File: config.mk
export PLATFORM = sky130hd
export DESIGN_NAME = pm_timer_top
export DESIGN_NICKNAME = d
export VERILOG_FILES = /design/src/rtl/pm_tmr_pkg.sv /design/src/rtl/pm_tmr_counter.sv /design/src/rtl/pm_tmr_flags.sv /design/src/rtl/pm_tmr_regfile.sv /design/src/rtl/pm_timer_top.sv
export SDC_FILE = /design/constraint.sdc
export NUM_CORES = 1
export LEC_CHECK = 0
export ABC_AREA = 1
export BUFFER_PORTS_ARGS = -buffer_cell sky130_fd_sc_hd__buf_4
export CORE_ASPECT_RATIO = 0.8
export CORE_MARGIN = 5
export CORE_UTILIZATION = 50
export DETAILED_ROUTE_END_ITERATION = 10
export MAX_ROUTING_LAYER = met4
export PLACE_DENSITY = 0.7
export SYNTH_ARGS = -nofsm -noshare
export SYNTH_HDL_FRONTEND = slang
export SYNTH_SLANG_ARGS = --single-unit
File: constraint.sdc
create_clock -name clk -period 3.9 [get_ports clk]
set_clock_uncertainty 0.15 [all_clocks]
set_input_delay 0.78 -clock clk [delete_from_list [all_inputs] [get_ports clk]]
set_output_delay 0.78 -clock clk [all_outputs]
set_load 0.1 [all_outputs]
File: src/rtl/pm_tmr_pkg.sv
// Package: register offsets, the read-select type and the address decode
// shared by the power management timer modules.
// Assumes a 4-bit byte offset inside the block's own register window.
package pm_tmr_pkg;

    localparam int VIEW_W = 24;  // visible width of the count in the register window

    localparam logic [3:0] OFS_STS     = 4'h0;
    localparam logic [3:0] OFS_EN      = 4'h2;
    localparam logic [3:0] OFS_CNT_LO  = 4'h8;
    localparam logic [3:0] OFS_CNT_MID = 4'h9;
    localparam logic [3:0] OFS_CNT_HI  = 4'hA;
    localparam logic [3:0] OFS_CNT_RSV = 4'hB;

    typedef enum logic [2:0] {
        SEL_ZERO,
        SEL_STS,
        SEL_EN,
        SEL_LO,
        SEL_MID,
        SEL_HI
    } rd_sel_e;

    // Map an offset to the register it reads; reserved and unmapped give zero.
    function automatic rd_sel_e decode_rd(input logic [3:0] ofs);
        rd_sel_e s;
        case (ofs)
            OFS_STS:     s = SEL_STS;
            OFS_EN:      s = SEL_EN;
            OFS_CNT_LO:  s = SEL_LO;
            OFS_CNT_MID: s = SEL_MID;
            OFS_CNT_HI:  s = SEL_HI;
            default:     s = SEL_ZERO;
        endcase
        return s;
    endfunction

endpackage

File: src/rtl/pm_tmr_counter.sv
// Module: pm_tmr_counter
// Free-running binary up-counter that advances once per clock while run is
// high and wraps silently from all ones to zero.
// Assumes: clk is the timer timebase and may stop; the value is then simply
// held by the flops, so only rst_n ever returns it to zero.
module pm_tmr_counter #(
    parameter int CNT_W = 24
) (
    input  logic             clk,
    input  logic             rst_n,
    input  logic             run,
    output logic [CNT_W-1:0] count
);

    localparam logic [CNT_W-1:0] ONE = CNT_W'(1);

    // Purpose: master reset clears, otherwise step while the system is working.
    always_ff @(posedge clk) begin
        if (!rst_n) begin
            count <= '0;
        end else if (run) begin
            count <= count + ONE;
        end
    end

endmodule

File: src/rtl/pm_tmr_flags.sv
// Module: pm_tmr_flags
// Detects every change of the counter MSB, keeps the sticky status flag and
// the enable bit, and forms the level interrupt from the two.
// Assumes: the write strobe lasts one cycle; only data bit 0 is meaningful.
module pm_tmr_flags
    import pm_tmr_pkg::*;
(
    input  logic       clk,
    input  logic       rst_n,
    input  logic       msb,
    input  logic       wr,
    input  logic [3:0] addr,
    input  logic       wbit,
    output logic       sts,
    output logic       en,
    output logic       sci
);

    logic msb_q;
    logic msb_flip;
    logic sts_clr;
    logic en_wr;

    // Purpose: remember the previous MSB so both directions of change are seen.
    always_ff @(posedge clk) begin
        if (!rst_n) begin
            msb_q <= 1'b0;
        end else begin
            msb_q <= msb;
        end
    end

    // Purpose: decode the edge and the two register writes.
    always_comb begin
        msb_flip = msb ^ msb_q;
        sts_clr  = wr && (addr == OFS_STS) && wbit;
        en_wr    = wr && (addr == OFS_EN);
    end

    // Purpose: sticky status; a new edge wins over a simultaneous clear.
    always_ff @(posedge clk) begin
        if (!rst_n) begin
            sts <= 1'b0;
        end else if (msb_flip) begin
            sts <= 1'b1;
        end else if (sts_clr) begin
            sts <= 1'b0;
        end
    end

    // Purpose: read/write interrupt enable.
    always_ff @(posedge clk) begin
        if (!rst_n) begin
            en <= 1'b0;
        end else if (en_wr) begin
            en <= wbit;
        end
    end

    // Purpose: level interrupt request.
    always_comb begin
        sci = sts & en;
    end

endmodule

File: src/rtl/pm_tmr_regfile.sv
// Module: pm_tmr_regfile
// Byte-wide read path of the timer window: the live low byte, a snapshot of
// the upper bytes taken when the low byte is read, and the flag registers.
// Assumes: CNT_W is between 9 and 24; the unused upper bits read as zero.
module pm_tmr_regfile
    import pm_tmr_pkg::*;
#(
    parameter int CNT_W = 24
) (
    input  logic             clk,
    input  logic             rst_n,
    input  logic             rd,
    input  logic [3:0]       addr,
    input  logic [CNT_W-1:0] count,
    input  logic             sts,
    input  logic             en,
    output logic [7:0]       rdata
);

    localparam int SNAP_W = VIEW_W - 8;

    logic [VIEW_W-1:0] view;
    logic [SNAP_W-1:0] snap;
    rd_sel_e           sel;
    logic [7:0]        rd_mux;

    // Purpose: widen the count to the fixed register view and decode the offset.
    always_comb begin
        view = VIEW_W'(count);
        sel  = decode_rd(addr);
    end

    // Purpose: freeze the upper bytes whenever the low byte is read.
    always_ff @(posedge clk) begin
        if (!rst_n) begin
            snap <= '0;
        end else if (rd && (sel == SEL_LO)) begin
            snap <= view[VIEW_W-1:8];
        end
    end

    // Purpose: pick the byte for the current read offset.
    always_comb begin
        case (sel)
            SEL_STS: rd_mux = {7'd0, sts};
            SEL_EN:  rd_mux = {7'd0, en};
            SEL_LO:  rd_mux = view[7:0];
            SEL_MID: rd_mux = snap[7:0];
            SEL_HI:  rd_mux = snap[15:8];
            default: rd_mux = 8'h00;
        endcase
    end

    // Purpose: register the read data; it holds until the next read strobe.
    always_ff @(posedge clk) begin
        if (!rst_n) begin
            rdata <= 8'h00;
        end else if (rd) begin
            rdata <= rd_mux;
        end
    end

endmodule

File: src/rtl/pm_timer_top.sv
// Module: pm_timer_top
// Power management timer: counter, MSB-change status and interrupt, and a
// byte-wide register window.
// Assumes: clk is the timer timebase; register accesses are one-cycle strobes
// on the same clock; rst_n is the master reset.
module pm_timer_top #(
    parameter int CNT_W = 24
) (
    input  logic       clk,
    input  logic       rst_n,
    input  logic       working_i,
    input  logic [3:0] reg_addr,
    input  logic       reg_rd,
    input  logic       reg_wr,
    input  logic [7:0] reg_wdata,
    output logic [7:0] reg_rdata,
    output logic       sci_o
);

    logic [CNT_W-1:0] cnt_q;
    logic             tmr_sts;
    logic             tmr_en;
    logic             wdata_unused;

    // Purpose: only data bit 0 carries meaning in this window.
    always_comb begin
        wdata_unused = ^reg_wdata[7:1];
    end

    pm_tmr_counter #(.CNT_W(CNT_W)) u_cnt (
        .clk   (clk),
        .rst_n (rst_n),
        .run   (working_i),
        .count (cnt_q)
    );

    pm_tmr_flags u_flags (
        .clk   (clk),
        .rst_n (rst_n),
        .msb   (cnt_q[CNT_W-1]),
        .wr    (reg_wr),
        .addr  (reg_addr),
        .wbit  (reg_wdata[0]),
        .sts   (tmr_sts),
        .en    (tmr_en),
        .sci   (sci_o)
    );

    pm_tmr_regfile #(.CNT_W(CNT_W)) u_regs (
        .clk   (clk),
        .rst_n (rst_n),
        .rd    (reg_rd),
        .addr  (reg_addr),
        .count (cnt_q),
        .sts   (tmr_sts),
        .en    (tmr_en),
        .rdata (reg_rdata)
    );

endmodule

==> flow_metrics.tcl <==
set metrics [dict create \
    clockRootBuffer "clkbuf_8" \
    yosysTopAreaCellShare 0.426 \
    max-cap-violations 0 \
    fmax_mhz 440 \
    critical_path_class "input port to register" \
    tns_ns 0 \
    setup_viol 0 \
    grt_use_total 0.187 \
    holdBufCountCts 0 \
    via_count 2183 \
    drt_first_iter_violations 222 \
    fp.coreArea_mm2 0.00462 \
    cts_buffer_depth 2 \
    routed_wl_mm 5.34 \
    wl_per_cell_um 13.0 \
    synth_nets 356 \
    post-route-min-period_ns 2.27 \
    final.period_utilization 0.583 \
    nets 369 \
    diodes 0 \
    crit_path_frequent_cell "nor2_1" \
    powerDensity_mw_per_mm2 346 \
    grt_max_degree 38 \
    dp_hpwl_mm 3.99 \
    cp.required_ns 3.96 \
    vdd_drop_max_mv 0.239 \
    drtPass1Iterations 5 \
    cts_setup_buffers 0 \
    start_util 0.518 \
    grt_pass1_vias 1914 \
    avgSynthCellArea_um2 7.09 \
    syn_to_final_growth_pct 9.87 \
    rsz0062_at_grt "false" \
    cts_tree "done" \
    place.port_buffers 18 \
    drc 0 \
    crit_chain "buf_4, nor2_2, nand2_1, nor2_4, inv_1, nor2_1, nor2_1" \
    status "finished clean" \
    die_h_um 71.9 \
    worstSetupStartpointType "input port" \
    power.total_mw 0.910 \
    endpoint_kind "register" \
    synth.distinct_cells 23 \
    worstPathMaxFanout 26 \
    htreeDepth 2 \
    die_w_um 87.4 \
    drive_gt1_frac 0.108 \
    ios 26 \
    grt-ovfl-total 0 \
    worstMarginPinSlew_ns 0.507 \
    cts_made_buffers 5 \
    syn-instance-count 338 \
    final_max_slew_viol_count 0 \
    cts.sink_count 51 \
    path_buf_inv 2 \
    grt_pass1_wl_mm 9.07 \
    synth_largest_area_cell "dfxtp_1" \
    slowest_delay_ns 0.41 \
    p_leak_nw 1.06 \
    cts_resized 0 \
    yosys_warnings 0 \
    critical-path-slowest-cell "nor2_4" \
    ys_top_cells_by_area "dfxtp_1, nand2_1, nand3_1, nor2_1, a21oi_1" \
    clk_pin_slew_ns 0.10 \
    synth-seq-cells 51 \
    rows 22 \
    viasPerCell 5.30 \
    path_delay_family "simple AND/OR/NAND/NOR gates" \
    gp_congestion 0.856 \
    arrival_ns 2.33 \
    synth_seq_area_share 0.426 \
    hold_viol 0 \
    antenna_found_initial 0 \
    antenna_left 0 \
    synth.cell_area_mm2 0.00240 \
    hold_class "register to register" \
    relSlewSlack 0.662 \
    design.die.area_mm2 0.00629 \
    clk_latency_ns 0.31 \
]
layer usage:
layer,up-vias,wire (um),track usage
met3,7,297,0.0465
met5,-,0,-
met1,978,2760,0.274
li1,1151,-,-
met2,47,2210,0.253
met4,0,69,0.0528
stage by stage:
step | setup WS, ns | util | cells | hold WS [ns] | area [um2]
floorplan | 2.02 | - | 338 | 0.306 | 2400
global placement | 1.33 | 0.548 | 404 | 0.305 | 2530
detailed placement | 1.31 | 0.548 | 404 | 0.309 | 2530
CTS | 1.66 | 0.569 | 412 | 0.324 | 2630
global route | 1.41 | 0.569 | 412 | 0.337 | 2630
finish | 1.63 | 0.569 | 412 | 0.322 | 2630
logic make-up after synthesis:
kind of cell,share of synthesized area
AOI/OAI and AO/OA,0.139
xor gates and xnor gates,0.0110
adders and majority gates,0.00522
buffers and inverters,0.0836
DFF,0.426
and+or+nand+nor,0.335
tightest hold or removal path: stages, from the launching register on:
cell     delay, ns
dfxtp_1       0.32
nand2_1       0.06
a21oi_1       0.05
where the power goes:
part | internal (mW) | switching [mW]
sequential | 0.527 | 0.00501
combinational | 0.0159 | 0.0374
clock | 0.145 | 0.180
cells in the final DEF (no fill, tap or decap), types with 5 or more instances in the layout:
master | netlist | layout
dfxtp_1 | 51 | 51
nor2_1 | 48 | 48
inv_1 | 33 | 33
nand2_1 | 54 | 54
nand3_1 | 38 | 38
a21oi_1 | 34 | 34
buf_4 | 4 | 18
o21ai_0 | 28 | 28
clkbuf_8 | 0 | 6
nand4_1 | 16 | 16
nor2_4 | 5 | 5
worst paths after layout:
| path | cells past startpoint | from | end | slack [ns] |
|---|---|---|---|---|
| max reg2reg | 8 | u_cnt.count[0] | u_cnt.count[18] | 2.22 |
| min | 2 | u_regs.rdata[6] | u_regs.rdata[6] | 0.32 |
| min reg2reg | 2 | u_regs.rdata[6] | u_regs.rdata[6] | 0.32 |
| max | 7 | reg_addr[0] | u_regs.snap[4] | 1.63 |
synthesized netlist by cell type, drive strengths merged:
master	number
clkbuf	1
o21a	3
a21oi	34
dfxtp	51
nand3	38
nor3	4
nand2	56
o21ai	28
ha	1
xnor2	1
nor2	57
and3	1
inv	34
nand4	16
buf	11
xor2	2
registers in the layout (all words and copies together), names as in the netlist:
name / flops
u_regs.rdata: 8
u_flags.msb_q: 1
u_flags.sts: 1
u_cnt.count: 24
u_regs.snap: 16
u_flags.en: 1
layout make-up:
type / instances / area (um2)
multi-input cells: 241 / 1170
clock buffers: 6 / 82.6
clock inverters: 2 / 16.3
well taps: 60 / 75.1
inverters: 34 / 128
fillers: 440 / 1990
repair buffers: 18 / 135
flip-flops and latches: 51 / 1020
Note: power is estimated with default switching activity, not from simulation.
